==> src/rtl/baud_pkg.sv <==
package baud_pkg;
  localparam int BAUD_WHOLE_W = 16;
  localparam int BAUD_FRAC_W  = 4;
  localparam int BAUD_PRESC   = 4;
  localparam int BAUD_OSR_HI  = 16;
  localparam int BAUD_OSR_LO  = 8;
  localparam int BAUD_BCNT_W  = $clog2(BAUD_OSR_HI);

  typedef enum logic {
    OSR_8X  = 1'b0,
    OSR_16X = 1'b1
  } osr_mode_e;
endpackage

==> src/rtl/baud_prescale.sv <==
module baud_prescale #(
  parameter int RATIO = baud_pkg::BAUD_PRESC
) (
  input  logic clk,
  input  logic rst_n,
  input  logic sel_i,
  output logic en_o
);
  generate
    if (RATIO <= 1) begin : g_bypass
      assign en_o = 1'b1;
    end else begin : g_count
      localparam int PW = $clog2(RATIO);
      localparam logic [PW-1:0] LAST = PW'(RATIO - 1);
      logic [PW-1:0] cnt_q, cnt_d;

      always_comb begin
        cnt_d = '0;
        if (sel_i) begin
          cnt_d = (cnt_q == LAST) ? '0 : cnt_q + PW'(1);
        end
      end

      always_ff @(posedge clk or negedge rst_n) begin
        if (!rst_n) cnt_q <= '0;
        else        cnt_q <= cnt_d;
      end

      assign en_o = !sel_i || (cnt_q == LAST);


      presc_gap_chk: assert property (@(posedge clk) disable iff (!rst_n)
        (sel_i && en_o) |=> (!sel_i || !en_o));
    end
  endgenerate
endmodule

==> src/rtl/baud_frac_div.sv <==
module baud_frac_div #(
  parameter int WHOLE_W = baud_pkg::BAUD_WHOLE_W,
  parameter int FRAC_W  = baud_pkg::BAUD_FRAC_W
) (
  input  logic               clk,
  input  logic               rst_n,
  input  logic               en_i,
  input  logic [WHOLE_W-1:0] whole_i,
  input  logic [FRAC_W-1:0]  frac_i,
  output logic               tick_now_o,
  output logic               tick_o
);
  localparam int CNT_W = WHOLE_W + 1;

  logic [CNT_W-1:0]   cnt_q, cnt_d;
  logic [CNT_W-1:0]   len_q, len_d;
  logic [FRAC_W-1:0]  acc_q, acc_d;
  logic [WHOLE_W-1:0] whole_q, whole_d;
  logic [FRAC_W-1:0]  frac_q, frac_d;
  logic               tick_q;

  logic [WHOLE_W-1:0] whole_eff;
  logic [WHOLE_W-1:0] weff_q;
  logic               cfg_changed;
  logic [FRAC_W-1:0]  acc_base;
  logic [FRAC_W:0]    acc_sum;

  assign whole_eff   = (whole_i == '0) ? WHOLE_W'(1) : whole_i;
  assign weff_q      = (whole_q == '0) ? WHOLE_W'(1) : whole_q;
  assign cfg_changed = (whole_i != whole_q) || (frac_i != frac_q);
  assign acc_base    = cfg_changed ? '0 : acc_q;
  assign acc_sum     = {1'b0, acc_base} + {1'b0, frac_i};
  assign tick_now_o  = en_i && (cnt_q == len_q);

  always_comb begin
    cnt_d   = cnt_q;
    len_d   = len_q;
    acc_d   = acc_q;
    whole_d = whole_q;
    frac_d  = frac_q;
    if (tick_now_o) begin
      cnt_d   = '0;
      acc_d   = acc_sum[FRAC_W-1:0];
      len_d   = CNT_W'(whole_eff) - CNT_W'(1) + CNT_W'(acc_sum[FRAC_W]);
      whole_d = whole_i;
      frac_d  = frac_i;
    end else if (en_i) begin
      cnt_d = cnt_q + CNT_W'(1);
    end
  end

  always_ff @(posedge clk or negedge rst_n) begin
    if (!rst_n) begin
      cnt_q   <= '0;
      len_q   <= '0;
      acc_q   <= '0;
      whole_q <= WHOLE_W'(1);
      frac_q  <= '0;
      tick_q  <= 1'b0;
    end else begin
      cnt_q   <= cnt_d;
      len_q   <= len_d;
      acc_q   <= acc_d;
      whole_q <= whole_d;
      frac_q  <= frac_d;
      tick_q  <= tick_now_o;
    end
  end

  assign tick_o = tick_q;


  cnt_bound_chk: assert property (@(posedge clk) disable iff (!rst_n)
    cnt_q <= len_q);


  period_len_chk: assert property (@(posedge clk) disable iff (!rst_n)
    (len_q == CNT_W'(weff_q) - CNT_W'(1)) || (len_q == CNT_W'(weff_q)));


  cfg_hold_chk: assert property (@(posedge clk) disable iff (!rst_n)
    !tick_now_o |=> ($stable(whole_q) && $stable(frac_q)));
endmodule

==> src/rtl/baud_bit_strobe.sv <==
module baud_bit_strobe #(
  parameter int BCNT_W = baud_pkg::BAUD_BCNT_W
) (
  input  logic clk,
  input  logic rst_n,
  input  logic tick_i,
  input  logic osr16_i,
  input  logic resync_i,
  output logic strobe_o
);
  import baud_pkg::*;

  osr_mode_e         mode;
  logic [BCNT_W-1:0] last;
  logic [BCNT_W-1:0] bcnt_q, bcnt_d;
  logic              strobe_q, strobe_d;

  assign mode = osr_mode_e'(osr16_i);
  assign last = (mode == OSR_16X) ? BCNT_W'(BAUD_OSR_HI - 1) : BCNT_W'(BAUD_OSR_LO - 1);

  always_comb begin
    bcnt_d   = bcnt_q;
    strobe_d = 1'b0;
    if (resync_i) begin
      bcnt_d = '0;
    end else if (tick_i) begin
      if (bcnt_q >= last) begin
        bcnt_d   = '0;
        strobe_d = 1'b1;
      end else begin
        bcnt_d = bcnt_q + BCNT_W'(1);
      end
    end
  end

  always_ff @(posedge clk or negedge rst_n) begin
    if (!rst_n) begin
      bcnt_q   <= '0;
      strobe_q <= 1'b0;
    end else begin
      bcnt_q   <= bcnt_d;
      strobe_q <= strobe_d;
    end
  end

  assign strobe_o = strobe_q;


  resync_clear_chk: assert property (@(posedge clk) disable iff (!rst_n)
    resync_i |=> !strobe_o);
endmodule

==> src/rtl/frac_baud_gen.sv <==
module frac_baud_gen (
  input  logic       clk,
  input  logic       rst_n,
  input  logic [7:0] div_lo,
  input  logic [7:0] div_hi,
  input  logic [3:0] div_frac,
  input  logic       presc_sel,
  input  logic       osr16_sel,
  input  logic       resync,
  output logic       tick,
  output logic       bit_strobe
);
  import baud_pkg::*;

  logic                    presc_en;
  logic                    tick_now;
  logic [BAUD_WHOLE_W-1:0] whole;

  assign whole = {div_hi, div_lo};

  baud_prescale #(.RATIO(BAUD_PRESC)) u_presc (
    .clk   (clk),
    .rst_n (rst_n),
    .sel_i (presc_sel),
    .en_o  (presc_en)
  );

  baud_frac_div #(.WHOLE_W(BAUD_WHOLE_W), .FRAC_W(BAUD_FRAC_W)) u_div (
    .clk        (clk),
    .rst_n      (rst_n),
    .en_i       (presc_en),
    .whole_i    (whole),
    .frac_i     (div_frac),
    .tick_now_o (tick_now),
    .tick_o     (tick)
  );

  baud_bit_strobe #(.BCNT_W(BAUD_BCNT_W)) u_strobe (
    .clk      (clk),
    .rst_n    (rst_n),
    .tick_i   (tick_now),
    .osr16_i  (osr16_sel),
    .resync_i (resync),
    .strobe_o (bit_strobe)
  );


  strobe_on_tick_chk: assert property (@(posedge clk) disable iff (!rst_n)
    bit_strobe |-> tick);


  reset_quiet_chk: assert property (@(posedge clk)
    !rst_n |=> (!tick && !bit_strobe) || rst_n);
endmodule

==> config.mk <==
export PLATFORM = sky130hd
export DESIGN_NAME = frac_baud_gen
export DESIGN_NICKNAME = d
export VERILOG_FILES = /design/src/rtl/baud_pkg.sv /design/src/rtl/baud_prescale.sv /design/src/rtl/baud_frac_div.sv /design/src/rtl/baud_bit_strobe.sv /design/src/rtl/frac_baud_gen.sv
export SDC_FILE = /design/constraint.sdc
export NUM_CORES = 1
export LEC_CHECK = 0
export CAP_MARGIN = 20
export CORE_ASPECT_RATIO = 0.7
export CORE_MARGIN = 2
export CORE_UTILIZATION = 25
export DETAILED_ROUTE_END_ITERATION = 8
export MAX_ROUTING_LAYER = met4
export PLACE_DENSITY_LB_ADDON = 0.25
export SLEW_MARGIN = 5
export SYNTH_ARGS = -nofsm -noshare
export SYNTH_HDL_FRONTEND = slang
export SYNTH_SLANG_ARGS = --single-unit
==> constraint.sdc <==
create_clock -name clk -period 3.5 [get_ports clk]
set_input_delay 0.7 -clock clk [delete_from_list [all_inputs] [get_ports clk]]
set_output_delay 0.7 -clock clk [all_outputs]
set_load 0.02 [all_outputs]
==> run_results.csv, run 1 <==
group,metric,value,unit
status,status,"finished with violations",
status,violations,"negative setup slack",
timing,fmax,268.9,MHz
die,fp.coreArea,0.01401,sq mm
die,io_pins,27,
power_and_ir_drop,leakage,2.188,nW
clocking,cts_hold_buf,0,
layout,final_cell_mix,"65 x dfrtp_1, 41 x buf_4, 30 x xnor2_1",
drt,wl,8851,um
timing,fin_ws,-0.2183,ns
logic_synthesis,synth.area.top_cells,"dfrtp_1 45%, mux2_2 8.8%, xor2_1 8.8%, xnor2_1 7.5%, ha_1 3.8%",
layout,layout_commonest_cell,"dfrtp_1",
setup_path,reg2reg_from,"u_div.whole_q[1]$_DFFE_PN0P_",
logic_synthesis,synth.distinct_cells,33,
timing,setup_violations,4,
layout,diodes,0,
setup_path,arrival,3.93,ns
timing,relSlewSlack,0.5485,
clocking,clock_latency,0.33,ns
logic_synthesis,postSynthCellCount,339,
clocking,cts_tree,"yes",
place,placed_area,0.004383,sq mm
setup_path,path_class,"in -> reg",
timing,maxSlewViolCount,0,
layout,fin_nets,446,
timing,hold_slack,0.4064,ns
drt,drtPass1Iterations,5,
logic_synthesis,seq_area_frac_synth,0.4593,
die,initial_core_util,0.2569,
timing,period_minus_slack,3.718,ns
timing,worst_pin_slew,0.6772,ns
logic_synthesis,synth-warning-count,0,
die,die_x,147.4,um
drt,ant_nets,0,
min_path,hp-class,"in -> async",
logic_synthesis,avgSynthCellArea,10.61,sq um
place,hpwlAfterDp,6546,um
clocking,clockRootBuffer,"clkbuf_16",
drt,drt_iter0_markers,163,
setup_path,required,3.71,ns
layout,drive_gt1_frac,0.3309,
layout,synthToLayoutAreaGrowth,37.59,%
logic_synthesis,synth_seq_cells,66,
global_routing,grt_pass1_wl,14440,um
setup_path,end_kind,"flip-flop",
global_routing,grt_max_degree,41,
timing,period_share,1.062,
layout,final_area,0.004951,sq mm
power_and_ir_drop,finalPower,2.890,mW
run,cap_violations,0,
clocking,htree_num_levels,3,
layout,fillCellCount,1381,
die,fp.dieH,104.4,um
die,die_area,0.01538,sq mm
global_routing,first_global_vias,2673,
global_routing,antenna_found_initial,0,
drt,wl_per_cell,14.65,um
logic_synthesis,synthesis.area,0.003598,sq mm
global_routing,track_usage,0.1249,
logic_synthesis,postSynthNetCount,376,
clocking,cts_buffers,9,
drt,drt_drc_violations_left,0,
setup_path,path_max_fanout,4,
setup_path,worst_setup_path_start_kind,"input pin",
power_and_ir_drop,ir_drop,0.2533,mV
logic_synthesis,synth_top_area_frac,0.4520,
drt,dr_total_vias,2684,
drt,avgViaCountPerCell,4.444,
timing,hold_viol_final,0,
clocking,path_clk_slew,0.06,ns
timing,skew,0.006503,ns
logic_synthesis,synth_top_cell_by_area,"dfrtp_1",
place,portBuffers,26,
setup_path,crit_start,"div_hi[7]",
clocking,clk_path_buf_depth,2,
place,gp_congestion,0.8710,
timing,grt_setup_unrepaired,"yes",
power_and_ir_drop,power.density,583.8,mW/mm^2
global_routing,grt_overflow,0,
die,rows,36,
clocking,clock_sinks,66,
## worst max-delay path, cell delays in order
cell	delay, ns
buf_8	0.11
xor2_4	0.19
nor4_4	0.32
nand3_2	0.13
nor3_4	0.25
and2_4	0.19
ha_4	0.19
a21o_1	0.18
a21oi_2	0.14
ha_2	0.19
nand2b_1	0.08
or4_4	0.43
or4_4	0.44
xnor2_2	0.14
mux2_4	0.25
## metrics by stage
step / setup slack (ns) / setup TNS [ns] / instances / utilization
CTS: -0.1927 / -0.1927 / 603 / 0.3497
global placement: -0.9997 / -8.073 / 584 / 0.3129
finish: -0.2183 / -0.4518 / 604 / 0.3534
floorplan: -0.3030 / -0.3030 / 339 / -
global route: -0.3147 / -1.000 / 604 / 0.3534
detailed placement: -1.160 / -10.29 / 584 / 0.3129
## worst paths after layout
check | end | slack (ns) | depth (start not counted)
max | u_div.len_q[15]$_DFFE_PN0P_ | -0.22 | 15
min | u_div.whole_q[7]$_DFFE_PN0P_ | 0.41 | 1
max reg2reg | u_div.len_q[15]$_DFFE_PN0P_ | -0.18 | 14
min reg2reg | u_presc.g_count.cnt_q[0]$_DFF_PN0_ | 0.44 | 1
max in group asynchronous | u_div.whole_q[0]$_DFFE_PN1P_ | 2.30 | 2
min in group clk | u_presc.g_count.cnt_q[0]$_DFF_PN0_ | 0.44 | 1
## area by class of cell
type	instances	area [sq um]	share of cell area
clock buffer	9	225.2	0.04549
clock inverter	7	141.4	0.02856
inverter	7	26.28	0.005307
multi-input combinational	254	2093	0.4228
sequential	66	1653	0.3338
tap	190	237.7	0.04802
timing repair buffer	71	574.3	0.1160
## cell usage after synthesis
master / count
a21o_1: 2
a21oi_1: 25
a31o_2: 1
and2_1: 6
and3_1: 2
buf_2: 5
buf_6: 1
clkbuf_1: 6
dfrtp_1: 65
dfstp_2: 1
fa_1: 1
ha_1: 11
inv_1: 7
mux2_1: 2
mux2_2: 28
nand2_1: 12
nand2b_1: 4
nand3_1: 9
nand4_1: 8
nor2_1: 33
nor2b_1: 2
nor3_1: 8
nor4_1: 13
nor4b_1: 3
o21ai_0: 5
o31ai_1: 3
or2_2: 1
or3_1: 3
or4_1: 1
or4_4: 3
xnor2_1: 31
xnor2_2: 1
xor2_1: 36
## sequential cells by signal, indices dropped and copies added, names as in the netlist
name and count:
u_div.tick_o 1, u_presc.g_count.cnt_q 2, u_strobe.strobe_o 1, u_strobe.bcnt_q 4
u_div.whole_q 16, u_div.acc_q 4, u_div.len_q 17, u_div.cnt_q 17
u_div.frac_q 4
## kinds of logic (layout without fill, tap and decap cells)
| kind of cell | Yosys count | after routing | share of synthesized area |
|---|---|---|---|
| and+or+nand+nor | 108 | 108 | 0.1572 |
| xor gates and xnor gates | 68 | 68 | 0.1676 |
| DFF | 66 | 66 | 0.4593 |
| AOI/OAI and AO/OA | 36 | 36 | 0.05459 |
| muxes | 30 | 30 | 0.09388 |
| buffers and inverters | 19 | 94 | 0.02364 |
| adders and majority gates | 12 | 12 | 0.04381 |
## power by group
group	switching [mW]	internal (mW)
clock	0.337	0.767
sequential	0.174	0.964
combinational	0.324	0.324
total	0.835	2.06
## what timing repair did
item | CTS | global route
endpoints found under the setup margin | 16 | 8
resized for setup | 84 | 12
pin swaps | 21 | 5
setup buffers | 7 | 3
## metal layers
| layer | vias to the layer above | track usage | wire (um) | part of all wire |
|---|---|---|---|---|
| li1 | 1311 | - | - | - |
| met1 | 1327 | 0.1964 | 5083 | 0.57 |
| met2 | 44 | 0.1545 | 3436 | 0.39 |
| met3 | 2 | 0.03070 | 329 | 0.037 |
| met4 | 0 | 0.03091 | 2 | 0.00023 |
| met5 | - | - | 0 | 0 |
(Power assumes the default switching activity.)
==> run 2: changes to the inputs <==
--- a/config.mk
+++ b/config.mk
@@ -5,6 +5,7 @@
 export SDC_FILE = /design/constraint.sdc
 export NUM_CORES = 1
 export LEC_CHECK = 0
+export ABC_AREA = 1
 export CAP_MARGIN = 20
 export CORE_ASPECT_RATIO = 0.7
 export CORE_MARGIN = 2
==> run 2 against run 1 <==
The run now ends clean. Critical path type unchanged. Final cell count grew 34%. Sequential share of layout area shrank 0.76 points. Fmax grew 13%. Non-clock buffer count shrank 6. Largest cell class unchanged. Worst setup slack gained 0.42 ns. Largest power group unchanged. Critical path depth grew 4. Clock skew grew 0.0020 ns. Worst hold slack lost 0.086 ns. Sequential cell count is the same.
==> run_results.csv, run 2 <==
group,metric,value,unit
logic_synthesis,synth.area.top_cells,"dfrtp_1 42%, nand2_1 17%, inv_1 6.1%, nor2_1 5.7%, xor2_1 4.9%",
power_and_ir_drop,power.density,436.2,mW/mm^2
setup_path,required,3.76,ns
timing,relSlewSlack,0.6736,
setup_path,end_kind,"flip-flop",
clocking,clock_sinks,66,
clocking,cts_buffers,9,
place,placed_area,0.004676,sq mm
timing,worst_pin_slew,0.4896,ns
global_routing,track_usage,0.1290,
global_routing,grt_max_degree,49,
layout,fin_nets,640,
place,gp_congestion,0.8549,
layout,synthToLayoutAreaGrowth,29.28,%
logic_synthesis,synth-warning-count,0,
die,die_x,153.6,um
setup_path,path_class,"in -> reg",
setup_path,cpMaxStageDelayCell,"clkdlybuf4s50_1",
logic_synthesis,synthArstFlopShare,1.000,
logic_synthesis,synthTopCellsByCount,"175 x nand2_1, 65 x dfrtp_1, 64 x inv_1, 60 x nor2_1",
min_path,hp-class,"in -> async",
global_routing,grt_overflow,0,
die,io_pins,27,
logic_synthesis,postSynthCellCount,539,
power_and_ir_drop,leakage,2.456,nW
drt,avgViaCountPerCell,4.220,
timing,skew,0.008540,ns
clocking,path_clk_slew,0.06,ns
place,hpwlAfterDp,7157,um
status,status,"completed",
timing,fmax,303.6,MHz
layout,layout_commonest_cell,"nand2_1",
timing,grt_setup_unrepaired,"yes",
logic_synthesis,postSynthNetCount,576,
die,initial_core_util,0.2544,
timing,period_minus_slack,3.294,ns
logic_synthesis,seq_area_frac_synth,0.4218,
power_and_ir_drop,ir_drop,0.2290,mV
die,fp.dieH,108.8,um
die,die_area,0.01671,sq mm
logic_synthesis,synth_top_cell_by_area,"dfrtp_1",
setup_path,max_stage_delay,0.48,ns
logic_synthesis,synthesis.area,0.003919,sq mm
timing,hold_viol_final,0,
layout,drive_gt1_frac,0.1431,
place,portBuffers,26,
layout,diodes,0,
die,fp.coreArea,0.01540,sq mm
setup_path,worst_setup_path_start_kind,"input pin",
logic_synthesis,synth_top_area_frac,0.4151,
global_routing,first_global_vias,3482,
setup_path,arrival,3.55,ns
logic_synthesis,synth-edff-count,0,
layout,final_cell_mix,"175 x nand2_1, 65 x dfrtp_1, 64 x inv_1",
logic_synthesis,synth.distinct_cells,25,
layout,top_regs,"u_div.cnt_q (17), u_div.len_q (17), u_div.whole_q (16)",
logic_synthesis,synth.most_common_cell,"nand2_1",
logic_synthesis,ys.flop_type,"dfrtp_1",
clocking,cts_tree,"yes",
timing,setup_violations,0,
clocking,clockRootBuffer,"clkbuf_16",
drt,wl,9510,um
setup_path,path_max_fanout,3,
drt,ant_nets,0,
layout,final_cells,808,
drt,drt_iter0_markers,110,
global_routing,grt_pass1_wl,16530,um
run,cap_violations,0,
drt,dr_total_vias,3410,
timing,maxSlewViolCount,0,
layout,final_area,0.005066,sq mm
clocking,htree_num_levels,3,
setup_path,crit_chain,"clkdlybuf4s50_1, inv_1, or2_2, nand3_1, nor2_1, nand3_1, nor2_1, ha_1, fa_2, nand2_1, nand2_1, a21oi_2, ha_4, ha_1, nand2_1, nor2_4, nand3_1, xor2_1, o21ai_1",
logic_synthesis,avgSynthCellArea,7.270,sq um
drt,drt_drc_violations_left,0,
clocking,clk_path_buf_depth,2,
clocking,clock_latency,0.34,ns
die,rows,38,
global_routing,antenna_found_initial,0,
drt,wl_per_cell,11.77,um
timing,period_share,0.9412,
drt,drtPass1Iterations,4,
logic_synthesis,synth_seq_cells,66,
place,dp.cells,791,
[run 2: changes by cell type in the layout (fill, tap and decap cells not counted), moves of 12 or more]
cell             previous run  this run
a21oi_1                    24         1
nand2_1                    12       175
xnor2_1                    30        18
clkdlybuf4s50_1             5        24
inv_1                       7        64
nand3_1                     8        32
nor2_1                     28        55
mux2_2                     27         0
o21ai_1                     0        35
[run 2: cells by family after synthesis]
logic type | synth area share
compound gates | 0.05747
xor+xnor | 0.08940
fa+ha+maj | 0.04023
buf+inv | 0.08621
flops | 0.4218
simple gates | 0.3049
[run 2: routing by layer]
layer	vias to the layer above	part of all wire	GRT usage	wire (um)
met5	-	0	-	0
met2	39	0.45	0.1959	4232
li1	1789	-	-	-
met3	9	0.026	0.03259	251
met1	1573	0.52	0.1702	4928
met4	0	0.010	0.04063	97
[run 2: critical path: cells and delay by family]
| kind | cells | cell delay (ns) |
|---|---|---|
| and+or+nand+nor | 10 | 0.98 |
| buffers and inverters | 2 | 0.53 |
| xor gates and xnor gates | 1 | 0.16 |
| adders and majority gates | 4 | 0.89 |
| AOI/OAI and AO/OA | 2 | 0.29 |
[run 2: through the flow]
| stage | utilization | setup WS, ns | setup TNS [ns] | power, mW | hold WS, ns |
|---|---|---|---|---|---|
| after CTS | 0.3226 | 0.03460 | 0 | 2.238 | 0.3446 |
| final | 0.3289 | 0.2058 | 0 | 2.210 | 0.3209 |
| after detailed placement | 0.3035 | -0.4373 | -4.232 | 1.356 | 0.4347 |
| after global routing | 0.3289 | -0.03409 | -0.1148 | 2.366 | 0.3591 |
| after floorplan | - | 0.3159 | 0 | 1.188 | 0.4044 |
| after global placement | 0.3035 | -0.3627 | -3.404 | 1.346 | 0.4216 |
[run 2: final timing paths]
check	start	to	slack, ns	depth (start not counted)
min	rst_n	u_div.cnt_q[5]$_DFFE_PN0P_	0.32	1
max	div_frac[1]	u_div.len_q[10]$_DFFE_PN0P_	0.21	19
min in group clk	u_presc.g_count.cnt_q[0]$_DFF_PN0_	u_presc.g_count.cnt_q[0]$_DFF_PN0_	0.44	1
min reg2reg	u_presc.g_count.cnt_q[0]$_DFF_PN0_	u_presc.g_count.cnt_q[0]$_DFF_PN0_	0.44	1
max in group asynchronous	rst_n	u_div.whole_q[0]$_DFFE_PN1P_	2.41	2
max reg2reg	u_div.whole_q[5]$_DFFE_PN0P_	u_div.len_q[10]$_DFFE_PN0P_	0.59	18
[run 2: repair_timing]
| item | CTS | global route |
|---|---|---|
| setup buffers | 0 | 1 |
| setup endpoints to repair | 4 | 13 |
| gates cloned | 0 | 0 |
| hold buffers | 0 | 0 |
| gates resized for setup | 4 | 18 |
| pin swaps | 1 | 9 |
[run 2: report_power, final]
| group | internal [mW] | switching (mW) |
|---|---|---|
| registers | 0.827 | 0.0931 |
| logic | 0.182 | 0.248 |
| clock network | 0.535 | 0.325 |
[run 2: area by class of cell]
| cell class | instances | area [sq um] |
|---|---|---|
| clock inverters | 2 | 10.01 |
| clock buffers | 14 | 274.0 |
| flip-flops and latches | 66 | 1653 |
| well taps | 200 | 250.2 |
| inverters | 72 | 271.5 |
| fillers | 1645 | 10340 |
| multi-input cells | 389 | 2028 |
| repair buffers | 65 | 579.3 |
